<file path="config.mk">
export PLATFORM = sky130hd
export DESIGN_NAME = march_lr_bist
export DESIGN_NICKNAME = d
export VERILOG_FILES = /design/src/rtl/mlr_pkg.sv /design/src/rtl/mlr_bg_gen.sv /design/src/rtl/mlr_addr_ctr.sv /design/src/rtl/mlr_op_dec.sv /design/src/rtl/march_lr_bist.sv
export SDC_FILE = /design/constraint.sdc
export NUM_CORES = 1
export LEC_CHECK = 0
export BUFFER_PORTS_ARGS = -buffer_cell sky130_fd_sc_hd__buf_2
export CAP_MARGIN = 20
export CORE_MARGIN = 4
export CORE_UTILIZATION = 30
export DETAILED_ROUTE_END_ITERATION = 6
export GPL_ROUTABILITY_DRIVEN = 0
export HOLD_SLACK_MARGIN = 0.06
export PLACE_DENSITY = 0.56
export SLEW_MARGIN = 25
export SYNTH_ARGS = -nofsm -noshare
export SYNTH_HDL_FRONTEND = slang
export SYNTH_HIERARCHICAL = 1
export SYNTH_SLANG_ARGS = --single-unit
</file>
<file path="constraint.sdc">
create_clock -name clk -period 3.9 [get_ports clk]
set_input_delay 0 -clock clk [delete_from_list [all_inputs] [get_ports clk]]
set_output_delay 0 -clock clk [all_outputs]
set_load 0.005 [all_outputs]
</file>
<file path="src/rtl/mlr_pkg.sv">
package mlr_pkg;

    typedef enum logic [1:0] {
        ST_IDLE,
        ST_RUN,
        ST_DONE
    } mlr_state_e;

    // data source for an operation
    typedef enum logic [1:0] {
        DS_BG,
        DS_INV,
        DS_PREV
    } dsel_e;

    typedef struct packed {
        logic  wr;
        dsel_e sel;
    } mop_t;

    localparam int ELEM_W = 4;
    localparam int OPI_W  = 3;

    localparam logic [ELEM_W-1:0] EL_BASE_LAST   = 4'd5;
    localparam logic [ELEM_W-1:0] EL_EXTRA_FIRST = 4'd6;
    localparam logic [ELEM_W-1:0] EL_EXTRA_LAST  = 4'd8;

    function automatic logic elem_down(input logic [ELEM_W-1:0] e);
        return (e == 4'd1);
    endfunction

    function automatic logic [OPI_W-1:0] elem_len(input logic [ELEM_W-1:0] e);
        logic [OPI_W-1:0] n;
        case (e)
            4'd1, 4'd3: n = 3'd2;
            4'd2, 4'd4: n = 3'd5;
            4'd6:       n = 3'd4;
            4'd7:       n = 3'd3;
            default:    n = 3'd1;
        endcase
        return n;
    endfunction

    function automatic mop_t mk(input logic w, input dsel_e s);
        mop_t m;
        m.wr  = w;
        m.sel = s;
        return m;
    endfunction

    function automatic mop_t elem_op(input logic [ELEM_W-1:0] e,
                                     input logic [OPI_W-1:0]  i);
        mop_t m;
        m = mk(1'b0, DS_BG);
        case (e)
            4'd0: m = mk(1'b1, DS_BG);
            4'd1: m = (i == 3'd0) ? mk(1'b0, DS_BG) : mk(1'b1, DS_INV);
            4'd2: case (i)
                      3'd0:    m = mk(1'b0, DS_INV);
                      3'd1:    m = mk(1'b1, DS_BG);
                      3'd4:    m = mk(1'b1, DS_INV);
                      default: m = mk(1'b0, DS_BG);
                  endcase
            4'd3: m = (i == 3'd0) ? mk(1'b0, DS_INV) : mk(1'b1, DS_BG);
            4'd4: case (i)
                      3'd0:    m = mk(1'b0, DS_BG);
                      3'd1:    m = mk(1'b1, DS_INV);
                      3'd4:    m = mk(1'b1, DS_BG);
                      default: m = mk(1'b0, DS_INV);
                  endcase
            4'd6: case (i)
                      3'd0:    m = mk(1'b0, DS_PREV);
                      3'd1:    m = mk(1'b1, DS_BG);
                      3'd2:    m = mk(1'b1, DS_INV);
                      default: m = mk(1'b0, DS_INV);
                  endcase
            4'd7: case (i)
                      3'd0:    m = mk(1'b0, DS_INV);
                      3'd1:    m = mk(1'b1, DS_BG);
                      default: m = mk(1'b0, DS_BG);
                  endcase
            default: m = mk(1'b0, DS_BG);
        endcase
        return m;
    endfunction

endpackage

</file>
<file path="src/rtl/mlr_bg_gen.sv">
module mlr_bg_gen #(
    parameter int DATA_W = 4,
    parameter int PASS_W = 2
) (
    input  logic [PASS_W-1:0] pass_idx,
    output logic [DATA_W-1:0] bg,
    output logic [DATA_W-1:0] prev_bg
);
    localparam int KW = (DATA_W > 1) ? $clog2(DATA_W) : 1;

    // pass 0 is solid zero; pass p sets bit k when bit p-1 of k is clear
    function automatic logic [DATA_W-1:0] pattern(input logic [PASS_W-1:0] p);
        logic [DATA_W-1:0] v;
        logic [KW-1:0]     kv;
        v = '0;
        for (int k = 0; k < DATA_W; k++) begin
            kv = KW'(k);
            if (p != '0) begin
                v[k] = ~kv[p - 1'b1];
            end
        end
        return v;
    endfunction

    always_comb begin
        bg      = pattern(pass_idx);
        prev_bg = (pass_idx == '0) ? '0 : pattern(pass_idx - 1'b1);
    end

endmodule

</file>
<file path="src/rtl/mlr_addr_ctr.sv">
module mlr_addr_ctr #(
    parameter int ADDR_W = 5
) (
    input  logic              clk,
    input  logic              rst_n,
    input  logic              load,
    input  logic              load_down,
    input  logic              step,
    input  logic              down,
    output logic [ADDR_W-1:0] addr,
    output logic              at_end
);
    localparam logic [ADDR_W-1:0] TOP_ADDR = '1;

    always_ff @(posedge clk or negedge rst_n) begin
        if (!rst_n) begin
            addr <= '0;
        end else if (load) begin
            addr <= load_down ? TOP_ADDR : '0;
        end else if (step) begin
            addr <= down ? addr - 1'b1 : addr + 1'b1;
        end
    end

    assign at_end = down ? (addr == '0) : (addr == TOP_ADDR);

endmodule

</file>
<file path="src/rtl/mlr_op_dec.sv">
module mlr_op_dec
    import mlr_pkg::*;
(
    input  logic [ELEM_W-1:0] elem,
    input  logic [OPI_W-1:0]  opi,
    output mop_t              op,
    output logic              last_op,
    output logic              down
);
    always_comb begin
        op      = elem_op(elem, opi);
        last_op = (opi == elem_len(elem) - 1'b1);
        down    = elem_down(elem);
    end

endmodule

</file>
<file path="src/rtl/march_lr_bist.sv">
module march_lr_bist
    import mlr_pkg::*;
#(
    parameter int ADDR_W = 5,
    parameter int DATA_W = 4
) (
    input  logic              clk,
    input  logic              rst_n,
    input  logic              start,
    output logic              busy,
    output logic              done,
    output logic              we,
    output logic              oe,
    output logic [ADDR_W-1:0] wr_addr,
    output logic [ADDR_W-1:0] rd_addr,
    output logic [DATA_W-1:0] wr_data,
    output logic              exp_valid,
    output logic [DATA_W-1:0] exp_data
);
    localparam int NUM_BG = ((DATA_W > 1) ? $clog2(DATA_W) : 0) + 1;
    localparam int PASS_W = (NUM_BG > 1) ? $clog2(NUM_BG) : 1;
    localparam logic [PASS_W-1:0] PASS_LAST = PASS_W'(NUM_BG - 1);

    mlr_state_e        state_q, state_d;
    logic [PASS_W-1:0] pass_q, pass_d;
    logic [ELEM_W-1:0] elem_q, elem_d;
    logic [OPI_W-1:0]  opi_q, opi_d;

    logic              ctr_load, ctr_load_down, ctr_step;
    logic [ADDR_W-1:0] addr;
    logic              at_end;
    mop_t              op;
    logic              last_op, op_down;
    logic [DATA_W-1:0] bg, prev_bg, op_data;
    logic [ELEM_W-1:0] pass_last_elem;

    mlr_op_dec u_dec (
        .elem    (elem_q),
        .opi     (opi_q),
        .op      (op),
        .last_op (last_op),
        .down    (op_down)
    );

    mlr_addr_ctr #(.ADDR_W(ADDR_W)) u_addr (
        .clk       (clk),
        .rst_n     (rst_n),
        .load      (ctr_load),
        .load_down (ctr_load_down),
        .step      (ctr_step),
        .down      (op_down),
        .addr      (addr),
        .at_end    (at_end)
    );

    mlr_bg_gen #(.DATA_W(DATA_W), .PASS_W(PASS_W)) u_bg (
        .pass_idx (pass_q),
        .bg       (bg),
        .prev_bg  (prev_bg)
    );

    always_comb begin
        unique case (op.sel)
            DS_INV:  op_data = ~bg;
            DS_PREV: op_data = prev_bg;
            default: op_data = bg;
        endcase
    end

    assign pass_last_elem = (pass_q == '0) ? EL_BASE_LAST : EL_EXTRA_LAST;

    // state register
    always_ff @(posedge clk or negedge rst_n) begin
        if (!rst_n) begin
            state_q <= ST_IDLE;
            pass_q  <= '0;
            elem_q  <= '0;
            opi_q   <= '0;
        end else begin
            state_q <= state_d;
            pass_q  <= pass_d;
            elem_q  <= elem_d;
            opi_q   <= opi_d;
        end
    end

    // next-state and sequencing
    always_comb begin
        state_d  = state_q;
        pass_d   = pass_q;
        elem_d   = elem_q;
        opi_d    = opi_q;
        ctr_load = 1'b0;
        ctr_step = 1'b0;
        unique case (state_q)
            ST_IDLE: begin
                if (start) begin
                    state_d  = ST_RUN;
                    pass_d   = '0;
                    elem_d   = '0;
                    opi_d    = '0;
                    ctr_load = 1'b1;
                end
            end
            ST_RUN: begin
                if (!last_op) begin
                    opi_d = opi_q + 1'b1;
                end else begin
                    opi_d = '0;
                    if (!at_end) begin
                        ctr_step = 1'b1;
                    end else if (elem_q != pass_last_elem) begin
                        elem_d   = elem_q + 1'b1;
                        ctr_load = 1'b1;
                    end else if (pass_q != PASS_LAST) begin
                        pass_d   = pass_q + 1'b1;
                        elem_d   = EL_EXTRA_FIRST;
                        ctr_load = 1'b1;
                    end else begin
                        state_d = ST_DONE;
                    end
                end
            end
            ST_DONE: state_d = ST_IDLE;
            default: state_d = ST_IDLE;
        endcase
        ctr_load_down = elem_down(elem_d);
    end

    // outputs
    always_comb begin
        busy    = (state_q == ST_RUN);
        done    = (state_q == ST_DONE);
        we      = busy & op.wr;
        oe      = busy & ~op.wr;
        wr_addr = busy ? addr : '0;
        rd_addr = busy ? addr : '0;
        wr_data = we ? op_data : '0;
    end

    // expected-data stage aligned to registered RAM read
    always_ff @(posedge clk or negedge rst_n) begin
        if (!rst_n) begin
            exp_valid <= 1'b0;
            exp_data  <= '0;
        end else begin
            exp_valid <= oe;
            exp_data  <= oe ? op_data : '0;
        end
    end

endmodule

</file>
==> Yosys cells after proc, flatten, opt, wreduce, memory -nomap -nowiden <==
Cells that the tools add are included.
{ "totals": {"word_cells": 136, "output_inout_bits": 23, "ff_bits": 21} }
{ "classes": {"eq_ne": 24, "addsub": 8, "reduce_logical": 14, "order_cmp": 2, "n_mux": 69, "bitwise": 12} }
{ "op_table": {"columns": ["cell", "n"], "rows": [
  ["$mux 4", 9],
  ["$mux 1", 29],
  ["$pmux 3 s3", 3],
  ["$mux 5", 5],
  ["$pmux 3 s7", 1],
  ["$mux 2", 10],
  ["$pmux 4 s2", 2],
  ["$eq 4x3->1 const B", 3],
  ["$mux 3", 4],
  ["$pmux 3 s2", 2],
  ["$pmux 3 s4", 1],
  ["$not 1->1", 9],
  ["$eq 4x1->1 const B", 2],
  ["$eq 4x2->1 const B", 2],
  ["$ne 2x2->1 const B", 4],
  ["$pmux 2 s2", 2],
  ["$reduce_bool 2->1", 4],
  ["$ne 2x1->1 const B", 3],
  ["$reduce_and 6->1", 1],
  ["$add 5x1->5 const B", 1],
  ["$eq 5x5->1 const B", 1],
  ["$logic_not 5->1", 1],
  ["$reduce_and 5->1", 1],
  ["$sub 5x1->5 const B", 1],
  ["21 further kinds", 28]
]} }

==> Depth between registers and ports, before layout <==
Gate-level depths: netlist of run 1.
{ "depth": {"word_depth": 10, "depth_mapped": 15, "ltp_nobuf": 14} }

==> Cells and area by module <==
The synthesis of run 1 kept the hierarchy.
{ "by_module_without_submodules": {"columns": ["mod", "instances", "seq_area_each_um2", "cells_each", "area_each_um2"], "rows": [
  ["march_lr_bist", 1, 400.4, 111, 1033.5],
  ["mlr_addr_ctr", 1, 125.1, 45, 454.2],
  ["mlr_op_dec", 1, 0.0, 39, 280.3],
  ["mlr_bg_gen", 1, 0.0, 9, 56.3]
]} }

==> Least setup slack after synthesis of run 1 <==
No wires, ideal clock.
{ "synth_path": {"path_type": "register to register", "startpoint": "register elem_q[0]", "endpoint": "register u_addr.addr[3]", "path_buffers": 1, "path_slack_ns": 0.580, "period_less_slack_ns": 3.320, "setup_ns": 0.094, "path_stages_with_launch": 16, "arrival_ns": 3.226, "path_cell_list": "dfrtp_1 -> buf_6 -> nor3b_1 -> a31o_2 -> ha_1 -> xnor2_1 -> xnor2_1 -> nor3_2 -> nand3_1 -> a21o_1 -> a31oi_1 -> o32ai_1 -> nor4b_2 -> nor2b_4 -> or2_0 -> a211oi_1"} }
{ "synth_lines": {"columns": ["element", "line_no", "rtl"], "rows": [
  ["from (decl)", "march_lr_bist.sv:26", "logic [ELEM_W-1:0] elem_q, elem_d;"],
  ["from (signal assigned)", "march_lr_bist.sv:82", "elem_q <= elem_d;"],
  ["$eq 4x2->1, or another cell as far along", "mlr_pkg.sv:34", "case (e)"],
  ["$reduce_or 2->1", "mlr_pkg.sv:34", null],
  ["$pmux 3 s4 (*)", "mlr_pkg.sv:34", null],
  ["$sub 3x1->3 (*)", "mlr_op_dec.sv:12", "last_op = (opi == elem_len(elem) - 1'b1);"],
  ["$eq 3x3->1 (*)", "mlr_op_dec.sv:12", null],
  ["net last_op", "march_lr_bist.sv:33", "logic last_op, op_down;"],
  ["$mux 1 (*)", "march_lr_bist.sv:106", "if (!last_op) begin"],
  ["$pmux 1 s2 (*)", "march_lr_bist.sv:95", "unique case (state_q)"],
  ["net ctr_load", "march_lr_bist.sv:29", "logic ctr_load, ctr_load_down, ctr_step;"],
  ["$mux 5 or $reduce_bool 2->1 (tied branches)", null, null],
  ["to (signal assigned)", "mlr_addr_ctr.sv:19", "addr <= load_down ? TOP_ADDR : '0;"],
  ["to (signal assigned)", "mlr_addr_ctr.sv:21", "addr <= down ? addr - 1'b1 : addr + 1'b1;"],
  ["to (decl)", "mlr_addr_ctr.sv:10", "output logic [ADDR_W-1:0] addr,"]
]} }
Mark *: on every way through the listed nets, which the timed path passes. The rest lies on a longest branch. The select of a mux whose other input is x is not followed.
A chain may end at the register's enable or synchronous reset.

==> Final worst setup path of run 1 <==
Same ends and word-level chain as after synthesis.

==> key figures, run 1 <==
Timing
  – Final setup violation count: 0
  – Final hold slack: 0.213 ns
  – Max-slew violation count: 0
  – RSZ-0062 raised after global routing: false
  – Minimum clock period: 3.54 ns
  – Final Hold Viols: 0
  – Tcrit/Tclk final: 90.8%
  – Max Fclk: 0.282 GHz
  – Clk_skew: 0.00196 ns
  – TNS Setup: 0 ns

Global routing
  – Initial antenna violation count: 0
  – Largest net degree at the start of global routing: 22
  – First-pass GRT wire length: 6.60 mm
  – Vias in the first global route: 1453
  – Total grt overflow: 0
  – Total track usage: 11.0%

Yosys
  – Total number of yosys warnings: 6
  – Yosys reg bits: 21
  – Synth area leaders: dfrtp_1, ha_1, mux2i_1
  – Register area share after synthesis: 28.8%
  – Main synth FF type: dfrtp_1
  – Post-synth EDFFs: 0
  – Cell Area, Synth: 1820 sq um
  – Ys async rst share: 100%
  – Synth unique cells: 66
  – Syn_area_per_cell: 8.94 sq um
  – Largest area contributor in the netlist: dfrtp_1
  – Gate Count Post-Synth: 204
  – Share of the synthesized area in the top cell type: 28.8%

CTS
  – Worst-path clk slew: 0.08 ns
  – H-tree Lvls: 1
  – Clock Sinks: 21
  – Clock Latency Late Sink: 0.26 ns
  – CTS Buf Count: 3
  – Post-CTS sizing: 0
  – CTS tree: built
  – CTS Root Cell: clkbuf_8
  – Largest buffer count on any clock path: 2

Floorplan
  – Chip Height: 86.0 microns
  – Area of the core: 5920 sq um
  – Die ar.: 7390 sq um
  – I/O pins: 26
  – Initial core utilization: 30.8%
  – Cell row count: 28
  – Die extent in x: 86.0 microns

Route
  – DR vias/cell: 4.86
  – Avg WL per Cell: 12.7 microns
  – Vias: 1438
  – Routed wire length: 3.77 mm
  – TritonRoute pass-1 iters: 4
  – DRT iter0 DRCs: 63
  – Remaining antenna violation count: 0
  – Drt drc: 0

Setup path
  – Required time worst endpoint: 4.07 ns
  – Worst flop-to-flop path startpoint: elem_q[0]
  – Reg2reg setup slack: 0.36 ns
  – Critical path class: register to register
  – Reg-to-reg endpoint: u_addr/addr[3]
  – Critical Path Sink Type: register
  – Startpoint Class: register
  – Reg2reg path depth: 14
  – Max FO, Critical Path: 13
  – Worst Path Arrival: 3.71 ns

Pwr
  – Internal power: 569 uW
  – Flop pwr share: 36.3%
  – NetSw: 381 uW
  – Clock group share of total power: 15.2%
  – P_leak: 0.000921 uW
  – Combinational share of power: 48.5%
  – Max rail drop VDD: 0.286 mV
  – Switching Share: 40.1%
  – PwrDens: 471 nW/um^2

Cells and area
  – Area Overhead vs Synth: 10.6%
  – ANT cells: 0
  – Final std cells w/o fill: 296
  – Final #Nets: 236
  – Fraction of layout cells with a size suffix above 1: 25.8%
  – Final Util: 34.1%

Hold path
  – Min-Delay Endpoint: elem_q[1]
  – Hold depth: 5
  – Min-Delay Startpoint: start
  – Worst hold path class: primary input to register

Place
  – # port buffers: 25
  – Post-detail-place hpwl: 2.96 mm
  – Placed Cells: 291

Run
  – Max-cap viol count: 0

Outcome
  – Status: finished clean
[power by group through the flow]
stage          clock, uW  combinational, uW  sequential [uW]
2_1_floorplan          0                409              320
3_3_place_gp           0                465              352
3_5_place_dp           0                465              351
4_1_cts              150                467              346
5_1_grt              158                520              359
6_report             144                461              345
[Yosys cell counts (2+ instances only)]
library cell	instances
xnor2_1	4
a21oi_1	4
mux2i_1	7
nor3_1	10
ha_1	10
a21o_1	5
nor2_1	14
xor2_1	5
o21ai_0	9
or2_2	2
clkbuf_1	4
and2_1	6
inv_1	10
nand2_1	12
nand4b_1	2
buf_2	5
nand4_1	3
dfrtp_1	21
nand3_1	6
nor3b_1	3
nor4_1	2
buf_4	8
a211oi_1	2
a22o_1	2
nand2b_1	5
buf_6	2
a31o_2	2
[metal layers]
metal	wire length, microns	vias to the layer above	GRT usage, %
li1	-	744	-
met1	1700	675	12.9
met2	1930	14	19.8
met3	82	5	1.73
met4	61	0	4.60
met5	0	-	0
[registers in the layout (all words and copies together) (netlist names)]
| signal | flops |
|---|---|
| state_q | 2 |
| elem_q | 4 |
| exp_data | 4 |
| exp_valid | 1 |
| opi_q | 3 |
| pass_q | 2 |
| u_addr/addr | 5 |
[final cells by class]
type	instances	area (sq um)
clock buffers	3	41.3
clock inverters	1	5.00
fillers	577	3900
inverters	11	43.8
multi-input cells	154	1140
flip-flops and latches	21	526
well taps	75	93.8
repair buffers	31	173
[cell usage in the layout, fill, tap and decap left out, drive strengths merged, types with 2 or more instances in the layout]
master,instances
and2,8
nor3b,3
a21oi,5
ha,10
xor2,5
nand4,3
conb,2
clkbuf,3
xnor2,4
inv,11
a211oi,3
nor2b,3
nand3,6
nand2,12
nor4,3
nand4b,2
a21o,6
nor3,11
buf,30
nor2,15
mux2i,7
a31o,2
o21ai,10
a22o,2
nand2b,5
and2b,2
dfrtp,21
or2,4
[kinds of logic after synthesis]
group | share of synthesized area (%)
mux | 4.46
flops | 28.8
xor+xnor | 4.32
simple gates | 28.1
fa+ha+maj | 7.96
buf+inv | 9.12
compound gates | 17.1
other cells | 0.206
[through the flow]
| stage | total power [uW] | setup WS (ns) | instance area [sq um] |
|---|---|---|---|
| 2_1_floorplan | 730 | 0.580 | 1830 |
| 3_3_place_gp | 817 | 0.504 | 1960 |
| 3_5_place_dp | 815 | 0.377 | 1960 |
| 4_1_cts | 962 | 0.350 | 2020 |
| 5_1_grt | 1040 | 0.0614 | 2020 |
| 6_report | 951 | 0.359 | 2020 |
[worst max-delay path, stage by stage (launching register included)]
cell and delay, ns:
dfrtp_1 0.59, nor2_1 0.13, a31o_2 0.28, ha_1 0.21, xnor2_1 0.13, xnor2_1 0.15
nor3_2 0.37, nand3_1 0.15, a21o_1 0.20, a31oi_1 0.19, o32ai_1 0.15, nor4b_2 0.38
nor2b_4 0.09, or2_0 0.23, a211oi_1 0.17
[repair_timing]
action | in CTS | in global routing
hold buffers | 1 | 0
endpoints found under the hold margin | 21 | 0
setup buffers | 0 | 0
[worst max-delay path by stage]
| stage | startpoint | cells past startpoint | end |
|---|---|---|---|
| floorplan | elem_q[0] | 15 | u_addr/addr[3] |
| global placement | elem_q[0] | 14 | u_addr/addr[3] |
| detailed placement | elem_q[0] | 14 | u_addr/addr[3] |
| CTS | elem_q[0] | 14 | u_addr/addr[3] |
| global route | elem_q[0] | 14 | u_addr/addr[3] |
| finish | elem_q[0] | 14 | u_addr/addr[3] |
Power figures use the tool's default switching activity.
==> run 2, diff against run 1 <==
--- a/config.mk
+++ b/config.mk
@@ -7,10 +7,12 @@
 export LEC_CHECK = 0
 export BUFFER_PORTS_ARGS = -buffer_cell sky130_fd_sc_hd__buf_2
 export CAP_MARGIN = 20
+export CORE_ASPECT_RATIO = 0.6
 export CORE_MARGIN = 4
 export CORE_UTILIZATION = 30
 export DETAILED_ROUTE_END_ITERATION = 6
 export GPL_ROUTABILITY_DRIVEN = 0
+export GPL_TIMING_DRIVEN = 0
 export HOLD_SLACK_MARGIN = 0.06
 export PLACE_DENSITY = 0.56
 export SLEW_MARGIN = 25
==> run 2 against run 1 <==
  * Highest routed layer unchanged
  * Routed wire length is 9.6% higher
  * Combinational power increased by 19%
  * Largest cell class unchanged
  * Fmax fell by 3.0%
  * Power rose by 9.0%
  * Sequential cell count unchanged
  * Sequential power fell by 2%
  * Clock skew about the same
  * Die area is 0.55% higher
  * Final cell count grew 7.1%
  * Critical path depth up 1
==> key figures, run 2 (same netlist as run 1, synthesis figures left out) <==
Cells and area
  – Area Overhead vs Synth: 17.1%
  – Final #Nets: 252 (+6.8%)
  – Final Util: 37.3% (+3.2 points)
  – Biggest regs: u_addr/addr x5, elem_q x4, exp_data x4
  – Register area: 526 sq um (unchanged)
  – Most frequent cells in the layout: buf_2, dfrtp_1, nor2_1
  – Commonest non-fill, non-tap cell in the layout: buf_2
  – Largest Register: u_addr/addr
  – Finished Cell Area: 2140 sq um (+5.8%)
  – Multi-input logic area: 1150 sq um (+1.1%)
  – Max reg flops: 5 (unchanged)
  – ANT cells: 0 (unchanged)
  – Final std cells w/o fill: 317 (+7.1%)
  – Fraction of layout cells with a size suffix above 1: 29.1% (+3.3 points)
  – FILL cells: 628 (+8.8%)

Setup path
  – Max FO, Critical Path: 9 (-4)
  – Critical path class: register to register
  – Reg2reg path depth: 15 (+1)
  – Reg-to-reg endpoint: u_addr/addr[3]
  – Worst flop-to-flop path startpoint: elem_q[2]
  – Critical Path Sink Type: register
  – Startpoint Class: register
  – Reg2reg setup slack: 0.25 ns (-0.11 ns)
  – Worst Path Arrival: 3.82 ns (+0.11 ns)
  – Required time worst endpoint: 4.07 ns (about the same)

Route
  – Avg WL per Cell: 13.0 microns (+2.4%)
  – Remaining antenna violation count: 0 (unchanged)
  – Drt drc: 0 (unchanged)
  – Vias: 1528 (+6.3%)
  – Routed wire length: 4.13 mm (+9.6%)
  – DRT iter0 DRCs: 58 (-7.9%)
  – TritonRoute pass-1 iters: 4 (unchanged)
  – DR vias/cell: 4.82 (-0.78%)

CTS
  – Largest buffer count on any clock path: 2 (unchanged)
  – Worst-path clk slew: 0.08 ns (about the same)
  – H-tree Lvls: 1 (unchanged)
  – Clock Latency Late Sink: 0.26 ns (about the same)
  – Clock Sinks: 21 (unchanged)
  – CTS Buf Count: 3 (unchanged)
  – CTS tree: built
  – CTS Root Cell: clkbuf_8

Place
  – Placement Cell Area: 2050 sq um (+4.7%)
  – Placed Cells: 310 (+6.5%)
  – Post-detail-place hpwl: 3.23 mm (+9.0%)
  – # port buffers: 25 (unchanged)

Timing
  – TNS Setup: 0 ns (unchanged)
  – Tcrit/Tclk final: 93.6% (+2.8 points)
  – Final hold slack: 0.224 ns (+0.0108 ns)
  – Max-slew violation count: 0 (unchanged)
  – Clk_skew: 0.00184 ns (-0.000117 ns)
  – RSZ-0062 raised after global routing: false
  – Worst slew pin tran: 0.742 ns
  – Minimum clock period: 3.65 ns (+0.109 ns)
  – Final Hold Viols: 0 (unchanged)
  – Final setup violation count: 0 (unchanged)
  – Max Fclk: 0.274 GHz (-3.0%)
  – Slew margin rel.: 50.0%

Floorplan
  – Cell row count: 21 (-25%)
  – I/O pins: 26 (unchanged)
  – Initial core utilization: 31.8% (+1.0 points)
  – Die extent in x: 109 microns (+26%)
  – Area of the core: 5730 sq um (-3.3%)
  – Die ar.: 7430 sq um (+0.55%)
  – Chip Height: 68.4 microns (-20%)

Global routing
  – Largest net degree at the start of global routing: 22 (unchanged)
  – Total track usage: 11.3% (+0.24 points)
  – Total grt overflow: 0 (unchanged)
  – Vias in the first global route: 1266 (-13%)
  – First-pass GRT wire length: 6.46 mm (-2.1%)
  – Initial antenna violation count: 0 (unchanged)

Pwr
  – Internal power: 622 uW (+9.3%)
  – Clock group share of total power: 14.3% (-0.9 points)
  – Max rail drop VDD: 0.233 mV (-19%)
  – Combinational share of power: 52.9% (+4.4 points)
  – PwrDens: 485 nW/um^2 (+3.0%)
  – P_leak: 0.000990 uW (+7.4%)
  – Flop pwr share: 32.8% (-3.5 points)
  – Switching Share: 40.0% (-0.17 points)
  – NetSw: 414 uW (+8.5%)

Run
  – Max-cap viol count: 0 (unchanged)

Outcome
  – Status: finished clean

Hold path
  – Worst hold path class: primary input to asynchronous set/reset pin
[run 2: changes by cell type in the layout (fill, tap and decap cells not counted), moves of 2 or more]
cell / previous run / this run
buf_4: 5 / 10
clkbuf_1: 0 / 5
buf_6: 0 / 2
buf_2: 25 / 30
[run 2: layer usage]
layer | part of all wire (%) | track usage [%]
met5 | 0 | 0
met4 | 0.65 | 1.89
met3 | 6.3 | 3.02
met2 | 36 | 14.3
met1 | 57 | 18.3
[run 2: worst max-delay path, cell delays in order, from the launching register on]
cell and delay, ns:
dfrtp_1 0.47, buf_2 0.25, nor3b_1 0.07, a31o_2 0.25, ha_1 0.30, xnor2_1 0.16, nor3_4 0.30, nand3_1 0.14
a21o_1 0.22, a31oi_2 0.27, o32ai_1 0.20, nor4b_2 0.30, buf_4 0.17, nor2b_4 0.05, or2_0 0.21, a211oi_1 0.18
[run 2: cell type report]
cell class                 count  share of cell area, %
timing repair buffer          28                   7.03
sequential                    21                   24.6
inverter                      11                   2.05
buffer                        19                   5.74
multi-input combinational    154                   53.8
clock buffer                   4                   2.11
tap                           80                   4.69
[run 2: metrics by stage]
step	power, uW	setup slack, ns
final	1040	0.250
after global routing	1110	0.00929
after CTS	1030	0.0251
after detailed placement	871	-0.0339
after global placement	864	-0.00165
after floorplan	730	0.580
[run 2: what timing repair did]
| item | CTS | global route |
|---|---|---|
| setup endpoints to repair | 1 | 2 |
| setup buffers | 0 | 2 |
| pin swaps | 0 | 2 |
| hold endpoints to repair | 21 | 0 |
| resized for setup | 1 | 1 |
| hold buffers | 1 | 0 |
[run 2: how the worst max path moves through the flow]
stage | from | endpoint | slack (ns)
3_5_place_dp | elem_q[2] | u_addr/addr[3] | -0.03
4_1_cts | elem_q[2] | u_addr/addr[3] | 0.03
5_1_grt | elem_q[2] | u_addr/addr[3] | 0.009
3_3_place_gp | elem_q[2] | u_addr/addr[3] | -0.002
6_report | elem_q[2] | u_addr/addr[3] | 0.25
2_1_floorplan | elem_q[0] | u_addr/addr[3] | 0.58
[run 2: power groups by stage]
stage          combinational, uW  sequential (uW)  clock (uW)
2_1_floorplan                409              320           0
3_3_place_gp                 520              344           0
3_5_place_dp                 527              344           0
4_1_cts                      536              340         154
5_1_grt                      601              348         161
6_report                     548              339         148
